## src/rtl/frame_seq_pkg.sv

```systemverilog
package frame_seq_pkg;
    localparam int SLOT_N  = 18;
    localparam int CALLER_N = 4;
    localparam logic [4:0] SP_IDX = 5'd29;

    typedef enum logic [2:0] {
        ST_IDLE, ST_SEEK, ST_MEM, ST_SPWB, ST_DONE, ST_FAULT
    } seq_state_t;

    // Fixed slot list: caller area (0..3), ra (4), extras (5..11),
    // s1 (12), s0 (13), static args (14..17).
    function automatic logic [4:0] slot_reg(input logic [4:0] s);
        case (s)
            5'd0, 5'd14: slot_reg = 5'd7;
            5'd1, 5'd15: slot_reg = 5'd6;
            5'd2, 5'd16: slot_reg = 5'd5;
            5'd3, 5'd17: slot_reg = 5'd4;
            5'd4:        slot_reg = 5'd31;
            5'd5:        slot_reg = 5'd30;
            5'd12:       slot_reg = 5'd17;
            5'd13:       slot_reg = 5'd16;
            default:     slot_reg = 5'd29 - s; // 6..11 -> 23..18
        endcase
    endfunction
endpackage

```

## src/rtl/argcode_split.sv

```systemverilog
module argcode_split (
    input  logic [3:0] code,
    output logic [2:0] caller_n,
    output logic [2:0] static_n,
    output logic       reserved
);
    always_comb begin
        reserved = 1'b0;
        unique case (code)
            4'd0, 4'd1, 4'd2, 4'd3, 4'd11: caller_n = 3'd0;
            4'd4, 4'd5, 4'd6, 4'd7:        caller_n = 3'd1;
            4'd8, 4'd9, 4'd10:             caller_n = 3'd2;
            4'd12, 4'd13:                  caller_n = 3'd3;
            4'd14:                         caller_n = 3'd4;
            default: begin
                caller_n = 3'd0;
                reserved = 1'b1;
            end
        endcase
        unique case (code)
            4'd1, 4'd5, 4'd9, 4'd13: static_n = 3'd1;
            4'd2, 4'd6, 4'd10:       static_n = 3'd2;
            4'd3, 4'd7:              static_n = 3'd3;
            4'd11:                   static_n = 3'd4;
            default:                 static_n = 3'd0;
        endcase
    end
endmodule

```

## src/rtl/slot_mask_gen.sv

```systemverilog
module slot_mask_gen
    import frame_seq_pkg::*;
(
    input  logic              is_save,
    input  logic [2:0]        caller_n,
    input  logic              keep_ra,
    input  logic [2:0]        extra_n,
    input  logic              keep_s1,
    input  logic              keep_s0,
    input  logic [2:0]        static_n,
    output logic [SLOT_N-1:0] mask
);
    localparam int EXTRA_N  = 7;
    localparam int EXTRA_LO = CALLER_N + 1;
    localparam int STAT_LO  = EXTRA_LO + EXTRA_N + 2;

    for (genvar g = 0; g < CALLER_N; g++) begin : g_caller
        localparam logic [2:0] NEED = 3'(CALLER_N - g);
        assign mask[g] = is_save && (caller_n >= NEED);
    end
    assign mask[CALLER_N] = keep_ra;
    for (genvar g = 0; g < EXTRA_N; g++) begin : g_extra
        localparam logic [2:0] NEED = 3'(EXTRA_N - g);
        assign mask[EXTRA_LO + g] = (extra_n >= NEED);
    end
    assign mask[EXTRA_LO + EXTRA_N]     = keep_s1;
    assign mask[EXTRA_LO + EXTRA_N + 1] = keep_s0;
    for (genvar g = 0; g < 4; g++) begin : g_static
        localparam logic [2:0] LIM = 3'(g);
        assign mask[STAT_LO + g] = (static_n > LIM);
    end
endmodule

```

## src/rtl/frame_spill_seq.sv

```systemverilog
module frame_spill_seq
    import frame_seq_pkg::*;
#(
    parameter int XLEN = 32
) (
    input  logic            clk,
    input  logic            rst_n,
    input  logic            start,
    input  logic            op_save,
    input  logic            long_form,
    input  logic [7:0]      frame_fld,
    input  logic [2:0]      extra_cnt,
    input  logic [3:0]      arg_code,
    input  logic            keep_ra,
    input  logic            keep_s0,
    input  logic            keep_s1,
    output logic [4:0]      rf_rd_idx,
    input  logic [XLEN-1:0] rf_rd_data,
    output logic            rf_we,
    output logic [4:0]      rf_wr_idx,
    output logic [XLEN-1:0] rf_wr_data,
    output logic            mem_req,
    output logic            mem_we,
    output logic [XLEN-1:0] mem_addr,
    output logic [31:0]     mem_wdata,
    input  logic            mem_ack,
    input  logic [31:0]     mem_rdata,
    output logic            done,
    output logic            err
);
    localparam logic [XLEN-1:0] WORD = XLEN'(4);

    seq_state_t state_q, state_d;
    logic              save_q;
    logic [SLOT_N-1:0] mask_q, mask_w;
    logic [XLEN-1:0]   frame_q, frame_w, sp_q, ptr_q, addr_q;
    logic [4:0]        idx_q, slot_q, nxt_slot;
    logic              nxt_found;
    logic [2:0]        eff_extra, caller_n, static_n;
    logic [3:0]        eff_code;
    logic              code_rsvd;

    // Short form forces extra count and argument code to zero.
    assign eff_extra = long_form ? extra_cnt : 3'd0;
    assign eff_code  = long_form ? arg_code  : 4'd0;
    assign frame_w   = long_form ? XLEN'({frame_fld, 3'b000})
                     : (frame_fld[3:0] == 4'd0) ? XLEN'(128)
                     : XLEN'({frame_fld[3:0], 3'b000});

    argcode_split u_split (
        .code(eff_code), .caller_n(caller_n), .static_n(static_n), .reserved(code_rsvd)
    );

    slot_mask_gen u_mask (
        .is_save(op_save), .caller_n(caller_n), .keep_ra(keep_ra), .extra_n(eff_extra),
        .keep_s1(keep_s1), .keep_s0(keep_s0), .static_n(static_n), .mask(mask_w)
    );

    // Lowest enabled slot at or above the walk index.
    always_comb begin
        nxt_found = 1'b0;
        nxt_slot  = '0;
        for (int k = SLOT_N - 1; k >= 0; k--) begin
            if (mask_q[k] && (5'(k) >= idx_q)) begin
                nxt_found = 1'b1;
                nxt_slot  = 5'(k);
            end
        end
    end

    always_comb begin
        state_d = state_q;
        unique case (state_q)
            ST_IDLE:  if (start) state_d = code_rsvd ? ST_FAULT : ST_SEEK;
            ST_SEEK:  state_d = nxt_found ? ST_MEM : ST_SPWB;
            ST_MEM:   if (mem_ack) state_d = ST_SEEK;
            ST_SPWB:  state_d = ST_DONE;
            ST_DONE:  state_d = ST_IDLE;
            ST_FAULT: state_d = ST_IDLE;
            default:  state_d = ST_IDLE;
        endcase
    end

    always_ff @(posedge clk) begin
        if (!rst_n) state_q <= ST_IDLE;
        else        state_q <= state_d;
    end

    always_ff @(posedge clk) begin
        if (!rst_n) begin
            save_q  <= 1'b0;
            mask_q  <= '0;
            frame_q <= '0;
            sp_q    <= '0;
            ptr_q   <= '0;
            addr_q  <= '0;
            idx_q   <= '0;
            slot_q  <= '0;
        end else begin
            unique case (state_q)
                ST_IDLE: if (start) begin
                    save_q  <= op_save;
                    mask_q  <= mask_w;
                    frame_q <= frame_w;
                    sp_q    <= rf_rd_data;
                    ptr_q   <= op_save ? rf_rd_data : rf_rd_data + frame_w;
                    idx_q   <= '0;
                end
                ST_SEEK: if (nxt_found) begin
                    slot_q <= nxt_slot;
                    if (nxt_slot < 5'(CALLER_N)) begin
                        addr_q <= sp_q + XLEN'(12 - 4 * int'(nxt_slot));
                    end else begin
                        addr_q <= ptr_q - WORD;
                        ptr_q  <= ptr_q - WORD;
                    end
                end
                ST_MEM: if (mem_ack) idx_q <= slot_q + 5'd1;
                default: ;
            endcase
        end
    end

    always_comb begin
        rf_rd_idx  = (state_q == ST_IDLE) ? SP_IDX : slot_reg(slot_q);
        mem_req    = (state_q == ST_MEM);
        mem_we     = save_q;
        mem_addr   = addr_q;
        mem_wdata  = rf_rd_data[31:0];
        rf_we      = (state_q == ST_SPWB) || ((state_q == ST_MEM) && mem_ack && !save_q);
        rf_wr_idx  = (state_q == ST_SPWB) ? SP_IDX : slot_reg(slot_q);
        rf_wr_data = (state_q == ST_SPWB) ? (save_q ? sp_q - frame_q : sp_q + frame_q)
                                          : XLEN'($signed(mem_rdata));
        done       = (state_q == ST_DONE);
        err        = (state_q == ST_FAULT);
    end

    assert_req_hold_R9: assert property (@(posedge clk) disable iff (!rst_n)
        mem_req && !mem_ack |=> mem_req && $stable(mem_addr) && $stable(mem_we));
    assert_fault_quiet_R8: assert property (@(posedge clk) disable iff (!rst_n)
        err |-> !mem_req && !rf_we);
    assert_done_after_sp_R10: assert property (@(posedge clk) disable iff (!rst_n)
        $rose(done) |-> $past(rf_we) && ($past(rf_wr_idx) == SP_IDX));
    assert_done_pulse_R10: assert property (@(posedge clk) disable iff (!rst_n)
        done |=> !done);
    assert_load_writes_R7: assert property (@(posedge clk) disable iff (!rst_n)
        mem_req && mem_ack && !mem_we |-> rf_we && (rf_wr_idx != SP_IDX));
    assert_caller_window_R2: assert property (@(posedge clk) disable iff (!rst_n)
        mem_req && (slot_q < 5'(CALLER_N)) |-> mem_we && (mem_addr >= sp_q)
                                             && (mem_addr <= sp_q + XLEN'(12)));
endmodule

```

## config.mk

```make
export PLATFORM = sky130hd
export DESIGN_NAME = frame_spill_seq
export DESIGN_NICKNAME = d
export VERILOG_FILES = /design/src/rtl/frame_seq_pkg.sv /design/src/rtl/argcode_split.sv /design/src/rtl/slot_mask_gen.sv /design/src/rtl/frame_spill_seq.sv
export SDC_FILE = /design/constraint.sdc
export NUM_CORES = 1
export LEC_CHECK = 0
export ABC_AREA = 1
export ABC_CLOCK_PERIOD_IN_PS = 5850
export BUFFER_PORTS_ARGS = -buffer_cell sky130_fd_sc_hd__buf_4
export CAP_MARGIN = 20
export CORE_ASPECT_RATIO = 0.9
export CORE_MARGIN = 2
export CORE_UTILIZATION = 56
export CTS_BUF_LIST = sky130_fd_sc_hd__clkbuf_8
export DETAILED_ROUTE_END_ITERATION = 10
export PLACE_DENSITY = 0.79
export REMOVE_ABC_BUFFERS = 1
export SYNTH_ARGS = -nofsm -noshare
export SYNTH_HDL_FRONTEND = slang
export SYNTH_SLANG_ARGS = --single-unit
```

## constraint.sdc

```tcl
create_clock -name clk -period 5.85 [get_ports clk]
set_clock_uncertainty 0.1 [all_clocks]
set_input_delay 0.8775 -clock clk [delete_from_list [all_inputs] [get_ports clk]]
set_output_delay 0.8775 -clock clk [all_outputs]
set_load 0.01 [all_outputs]
```

### Word-level counts from Yosys, hierarchy flattened

Memories as Yosys holds them, arrays and structs flattened.
Index checks and enable logic that the tools add are counted.

| storage, ports and cells | value |
|---|---|
| flip-flop bits (word level) | 160 |
| input bits | 88 |
| memories kept | 1 |
| word-level logic and storage cells | 191 |
| memory bits (read-only) | 48 |

Memories:

| name | words | bits a word | read ports | clocked after memory_dff | write ports | RTL line | text |
|---|---|---|---|---|---|---|---|
| (name not given) | 16 | 3 | 1 | 0 | 0 | argcode_split.sv:20 | `unique case (code)` |

| operators by class | value |
|---|---|
| $add $sub $neg | 8 |
| mux-type cells | 60 |
| eq/ne operators | 34 |
| reduce and logical (&&, ||, !) cells | 45 |
| order comparisons | 34 |

Operators by type and width:

| kind | count |
|---|---|
| 2-to-1 mux 32 bit | 7 |
| 2-to-1 mux 5 bit | 22 |
| adder 32 bit | 2 |
| case mux 32 bit (2 select lines) | 1 |
| greater-or-equal comparator 4 x 5 -> 1 bit, first input constant | 8 |
| case mux 5 bit (8 select lines) | 1 |
| adder 32 x 11 -> 32 bit | 1 |
| subtractor 32 x 3 -> 32 bit, second input constant | 1 |
| subtractor 32 bit | 1 |
| == test 4 bit, second input constant | 7 |
| logical AND 1 bit | 24 |
| case mux 3 bit (4 select lines) | 2 |
| == test 5 x 4 -> 1 bit, second input constant | 4 |
| greater-or-equal comparator 3 x 5 -> 1 bit, first input constant | 4 |
| 2-to-1 mux 1 bit | 19 |
| == test 4 x 3 -> 1 bit, second input constant | 4 |
| greater-or-equal comparator 3 bit, second input constant | 5 |
| OR reduction 15 bit | 1 |
| greater-or-equal comparator 3 x 2 -> 1 bit, second input constant | 4 |
| 2-to-1 mux 3 bit | 4 |
| 2-to-1 mux 11 bit | 1 |
| == test 5 x 2 -> 1 bit, second input constant | 2 |
| == test 5 x 3 -> 1 bit, second input constant | 2 |
| == test 5 bit, second input constant | 2 |
| 33 further kinds | 52 |

### Longest topological paths before layout

| depth | value |
|---|---|
| depth after elaboration | 24 |
| mapped depth | 30 |
| depth with buffers taken out | 30 |

### Cells and area by module

A second synthesis with hierarchy kept.

| second synthesis, totals | value |
|---|---|
| cell total of the unflattened synthesis | 2004 |
| area, all modules | 12305.6 sq um |

Modules (own cells, without submodules):

| module | instances | cells an instance | area each (sq um) |
|---|---|---|---|
| frame_spill_seq | 1 | 1957 | 12082.8 |
| slot_mask_gen | 1 | 31 | 153.9 |
| argcode_split | 1 | 16 | 68.8 |

### Worst setup path before layout

OpenSTA, ideal clock, no wires.

| path | value |
|---|---|
| path type | register to output |
| start | register frame_q[3] |
| end | output rf_wr_data[22] |
| stages on the path, launching flop included | 18 |
| slack | 2.016 ns |
| arrival time | 2.856 ns |
| buffers on the path | 0 |
| cell sequence | dfxtp_1 -> inv_1 -> ha_1 -> inv_1 -> nor2_1 -> nand2_1 -> o31ai_1 -> ha_1 -> nand2_1 -> nand2_1 -> nand3_1 -> nand2_1 -> a21oi_1 -> nand2_1 -> a21boi_0 -> o21ai_0 -> xor2_1 -> o21ai_0 |

| between the ends | value |
|---|---|
| word-level cells in the longest chain between the ends | 3 |
| elaborated cells between the ends (all ways) | 4 |
| those cells by class | add/sub (2); mux (2) |

RTL lines:

| what | RTL line | text |
|---|---|---|
| from (decl) | frame_spill_seq.sv:36 | `logic [XLEN-1:0] frame_q, frame_w, sp_q, ptr_q, addr_q;` |
| from (signal assigned) | frame_spill_seq.sv:104 | `frame_q <= frame_w;` |
| adder 32 bit / subtractor 32 bit (equally long branches) | frame_spill_seq.sv:132 | `rf_wr_data = (state_q == ST_SPWB) ? (save_q ? sp_q - frame_q : sp_q + frame_q)` |
| 2-to-1 mux 32 bit (*) (2 in a row) | frame_spill_seq.sv:132 |  |
| to (decl) | frame_spill_seq.sv:21 | `output logic [XLEN-1:0] rf_wr_data,` |

Every way passes the cells marked *; elsewhere a longest branch is shown, timed or not.

### Final worst setup path

| path | value |
|---|---|
| start | register frame_q[3] |
| end | output rf_wr_data[24] |

Same word-level chain as after synthesis.

==> key figures <==
Clock tree
  – CTS sink cnt: 136
  – Number of setup buffers added after CTS: 0
  – Hold_buf cts: 0
  – Clock buffer depth: 2
  – Root Driver: clkbuf_8
  – Clock transition at path regs: 0.11 ns
  – CTS tree: yes
  – Clock Latency Late Sink: 0.48 ns
  – CTS Buf Count: 17
  – H-tree levels: 4
  – Gates resized, CTS repair: 0

Timing
  – Count of final max-slew check failures: 0
  – Worst hold slack: 0.370 ns
  – Least-Margin Pin Slew: 0.930 ns
  – Fmax: 190 MHz
  – Hold Vio Cnt, Final: 0
  – Max-slew headroom: 37.5%
  – Setup TNS: 0 ns
  – Final setup fails: 0
  – Crit path time final: 5.26 ns
  – RSZ-0062 raised after global routing: false
  – Period utilisation layout: 90.0%
  – Setup ws final: 0.586 ns

Worst hold path
  – Cell count of the worst hold path: 2
  – HP Class: flop to flop

Final layout
  – Number of fill cells: 2,076
  – Diode count: 0
  – # nets final: 2,322
  – Reg area: 2720 µm²
  – Synthesis-to-finish area growth: 14.9%
  – Final Non-Filler Cells: 2,459
  – Multi-input logic area: 8230 µm²
  – Layout cells sized above 1: 13.0%

Pwr
  – Switching power: 2.70 mW
  – Clk pwr share: 16.9%
  – Overall power: 5.25 mW
  – Maximum VDD drop: 261 µV
  – Sw Share: 51.5%
  – Combinational share of power: 59.9%
  – Cell leakage power: 6.98 nW
  – Int Power: 2.55 mW
  – Register share of total power: 23.2%
  – Pwr Density: 372 nW/µm²

Critical path
  – Most frequent CP cell: nand2_1
  – Crit Path Max Fanout: 5
  – Worst Setup End Kind: output pin
  – Crit path launch type: flop
  – Worst path bufs/invs: 3
  – R2r worst-path depth: 20
  – Delay of the slowest cell on the worst path: 0.79 ns
  – Top cell family by delay on the critical path: compound AO/OA/AOI/OAI gates
  – Worst Path Required: 4.87 ns
  – Worst-path cell chain: inv_1, ha_1, inv_1, nor2_1, nand2_1, o31ai_1, ha_1, nand2_1, nor2_1, nand2_1, o211ai_1, nand2_1, nand2_1, nand2_1, o21ai_0, or2_2, nand3_1, nand2_1, buf_4
  – Critical path class: flop to output pin
  – WP depth: 19
  – WP data arrival: 4.29 ns
  – Critical path's slowest cell: o31ai_1

Job
  – Max_cap viols: 0

Drt
  – DR WL/cell: 17.8 µm
  – DRT met1 WL: 20,000 µm
  – Routed wire length: 43,700 µm
  – Detailed-route DRC error count: 0
  – Via density: 5.70
  – Via count: 14,025
  – Antenna-violating nets left: 0
  – DR pass1 iterations: 6
  – Met3 wire len: 3600 µm
  – Wire length on met2: 19,100 µm
  – Top Layer Used: met4
  – 1st-iter DRT viols: 1,600

Floorplan
  – Die X: 160 µm
  – Die H: 144 µm
  – # rows: 51
  – Die ar.: 23,100 µm²
  – Starting Density: 56.9%
  – Io pins: 199
  – Core Footprint: 21,600 µm²

Placed design
  – IO buf count: 198
  – Place WS: 1.19 ns
  – Placed insts: 2,426
  – GPL Wtd Cong: 0.998
  – DPL Wire Length: 34,300 µm

Synthesis
  – Largest cells by area after synthesis: dfxtp_1 22%, nand2_1 16%, nor2_1 8.6%
  – Unique cell type count in the Yosys netlist: 50
  – Yosys warnings: 0
  – Synthesized flop and latch total: 136
  – Post-Synthesis Cells: 2,028
  – Mapped Avg Cell Area: 6.05 µm²
  – Main flop type after synthesis: dfxtp_1
  – Register area share after synthesis: 22.2%
  – Area share of the largest cell type after synthesis: 22.2%
  – Number of synthesized flops with an enable pin: 0
  – Biggest area consumer among synthesized cells: dfxtp_1
  – Ys async rst share: 0%
  – Synth Cell Area: 12,300 µm²

Global routing
  – First-pass GRT wire length: 68,000 µm
  – Initial antenna violation count: 0
  – Largest net degree at the start of global routing: 76
  – Global route overflow: 0
  – Number of global-route vias before repair: 12,464
  – GRT Resource Usage Total: 37.2%

Status
  – Status: finished clean
-- kinds of logic (layout without fill, tap and decap cells) --
group                    count (synthesis)  after routing  share of synthesized area, %
adder cells (fa/ha/maj)                 79             79                          8.17
buffers and inverters                  310            450                          11.0
XOR/XNOR                                80             80                          5.71
AO/OA/AOI/OAI                          425            425                          19.0
flip-flops                             136            136                          22.2
AND/OR/NAND/NOR                        998            998                          34.0
-- power by group through the flow --
stage / Sequential (mW) / Clock [mW] / Combinational [mW]
final: 1.22 / 0.890 / 3.15
after global routing: 1.23 / 0.929 / 3.47
after CTS: 1.21 / 0.898 / 3.05
after detailed placement: 1.23 / 0 / 3.02
after global placement: 1.23 / 0 / 3.01
after floorplan: 1.20 / 0 / 2.07
-- path summary, 6_finish.rpt --
| kind | from | to | slack [ns] |
|---|---|---|---|
| max | frame_q[3] | rf_wr_data[24] | 0.59 |
| max reg2reg | idx_q[4] | mem_addr[27] | 1.38 |
| min reg2reg | mem_addr[31] | mem_addr[31] | 0.37 |
| min | mem_addr[31] | mem_addr[31] | 0.37 |
-- routing by layer --
layer	vias up	global-route usage (%)
met5	-	0
met3	58	5.42
met2	639	58.6
met4	0	9.63
li1	6896	-
met1	6432	53.4
-- synthesized netlist by cell type, types with 10 or more instances --
library cell  count
o21ai_0         158
xor2_1           43
buf_2            10
nand2_1         511
ha_1             77
buf_4            37
o211ai_1         12
o21ai_1          15
xnor2_1          37
nand4_1          32
a21o_1           10
nand3_1          83
dfxtp_1         136
a31oi_1          29
or2_2            15
a21oi_1         163
nor3_1           40
inv_1           199
nor2_1          281
clkbuf_1         45
-- cells in the final DEF, fill, tap and decap left out, types with 3 or more instances in the layout --
| master | n |
|---|---|
| a211oi_1 | 4 |
| a21boi_0 | 3 |
| a21o_1 | 10 |
| a21oi_1 | 163 |
| a31oi_1 | 29 |
| and2_1 | 4 |
| and3_1 | 3 |
| buf_4 | 206 |
| clkbuf_8 | 17 |
| clkinv_1 | 4 |
| dfxtp_1 | 136 |
| ha_1 | 77 |
| inv_1 | 198 |
| inv_2 | 9 |
| inv_6 | 3 |
| inv_8 | 7 |
| nand2_1 | 511 |
| nand2_2 | 4 |
| nand3_1 | 83 |
| nand3b_1 | 5 |
| nand4_1 | 32 |
| nor2_1 | 280 |
| nor2_2 | 4 |
| nor3_1 | 38 |
| nor4_1 | 5 |
| o211ai_1 | 12 |
| o21a_1 | 7 |
| o21ai_0 | 158 |
| o21ai_1 | 15 |
| o21bai_1 | 8 |
| o31ai_1 | 7 |
| or2_2 | 15 |
| xnor2_1 | 37 |
| xor2_1 | 43 |
-- through the flow --
| step | utilization (%) | cell area, µm² |
|---|---|---|
| 2_1_floorplan | - | 11700 |
| 3_3_place_gp | 63.3 | 13700 |
| 3_5_place_dp | 63.3 | 13700 |
| 4_1_cts | 65.3 | 14100 |
| 5_1_grt | 65.4 | 14100 |
| 6_report | 65.4 | 14100 |
-- worst reg2reg max path, delay by kind of cell (launching register included) --
family / cells / cell delay (ns)
AO/OA/AOI/OAI: 7 / 1.34
adder cells (fa/ha/maj): 1 / 0.53
flip-flops: 1 / 0.51
AND/OR/NAND/NOR: 10 / 1.82
buffers and inverters: 2 / 0.13
-- cell type report --
class	count	area share [%]
clock buffer	17	1.66
clock inverter	15	1.40
inverter	211	5.61
multi-input combinational	1582	58.3
sequential	136	19.3
tap	291	2.58
timing repair buffer	207	11.2
-- sequential cells by signal (all words and copies together), names as in the netlist --
name      cells
idx_q         5
sp_q         32
mem_addr     32
mem_we        1
state_q       3
slot_q        5
ptr_q        32
mask_q       18
frame_q       8
(Power assumes the default switching activity.)
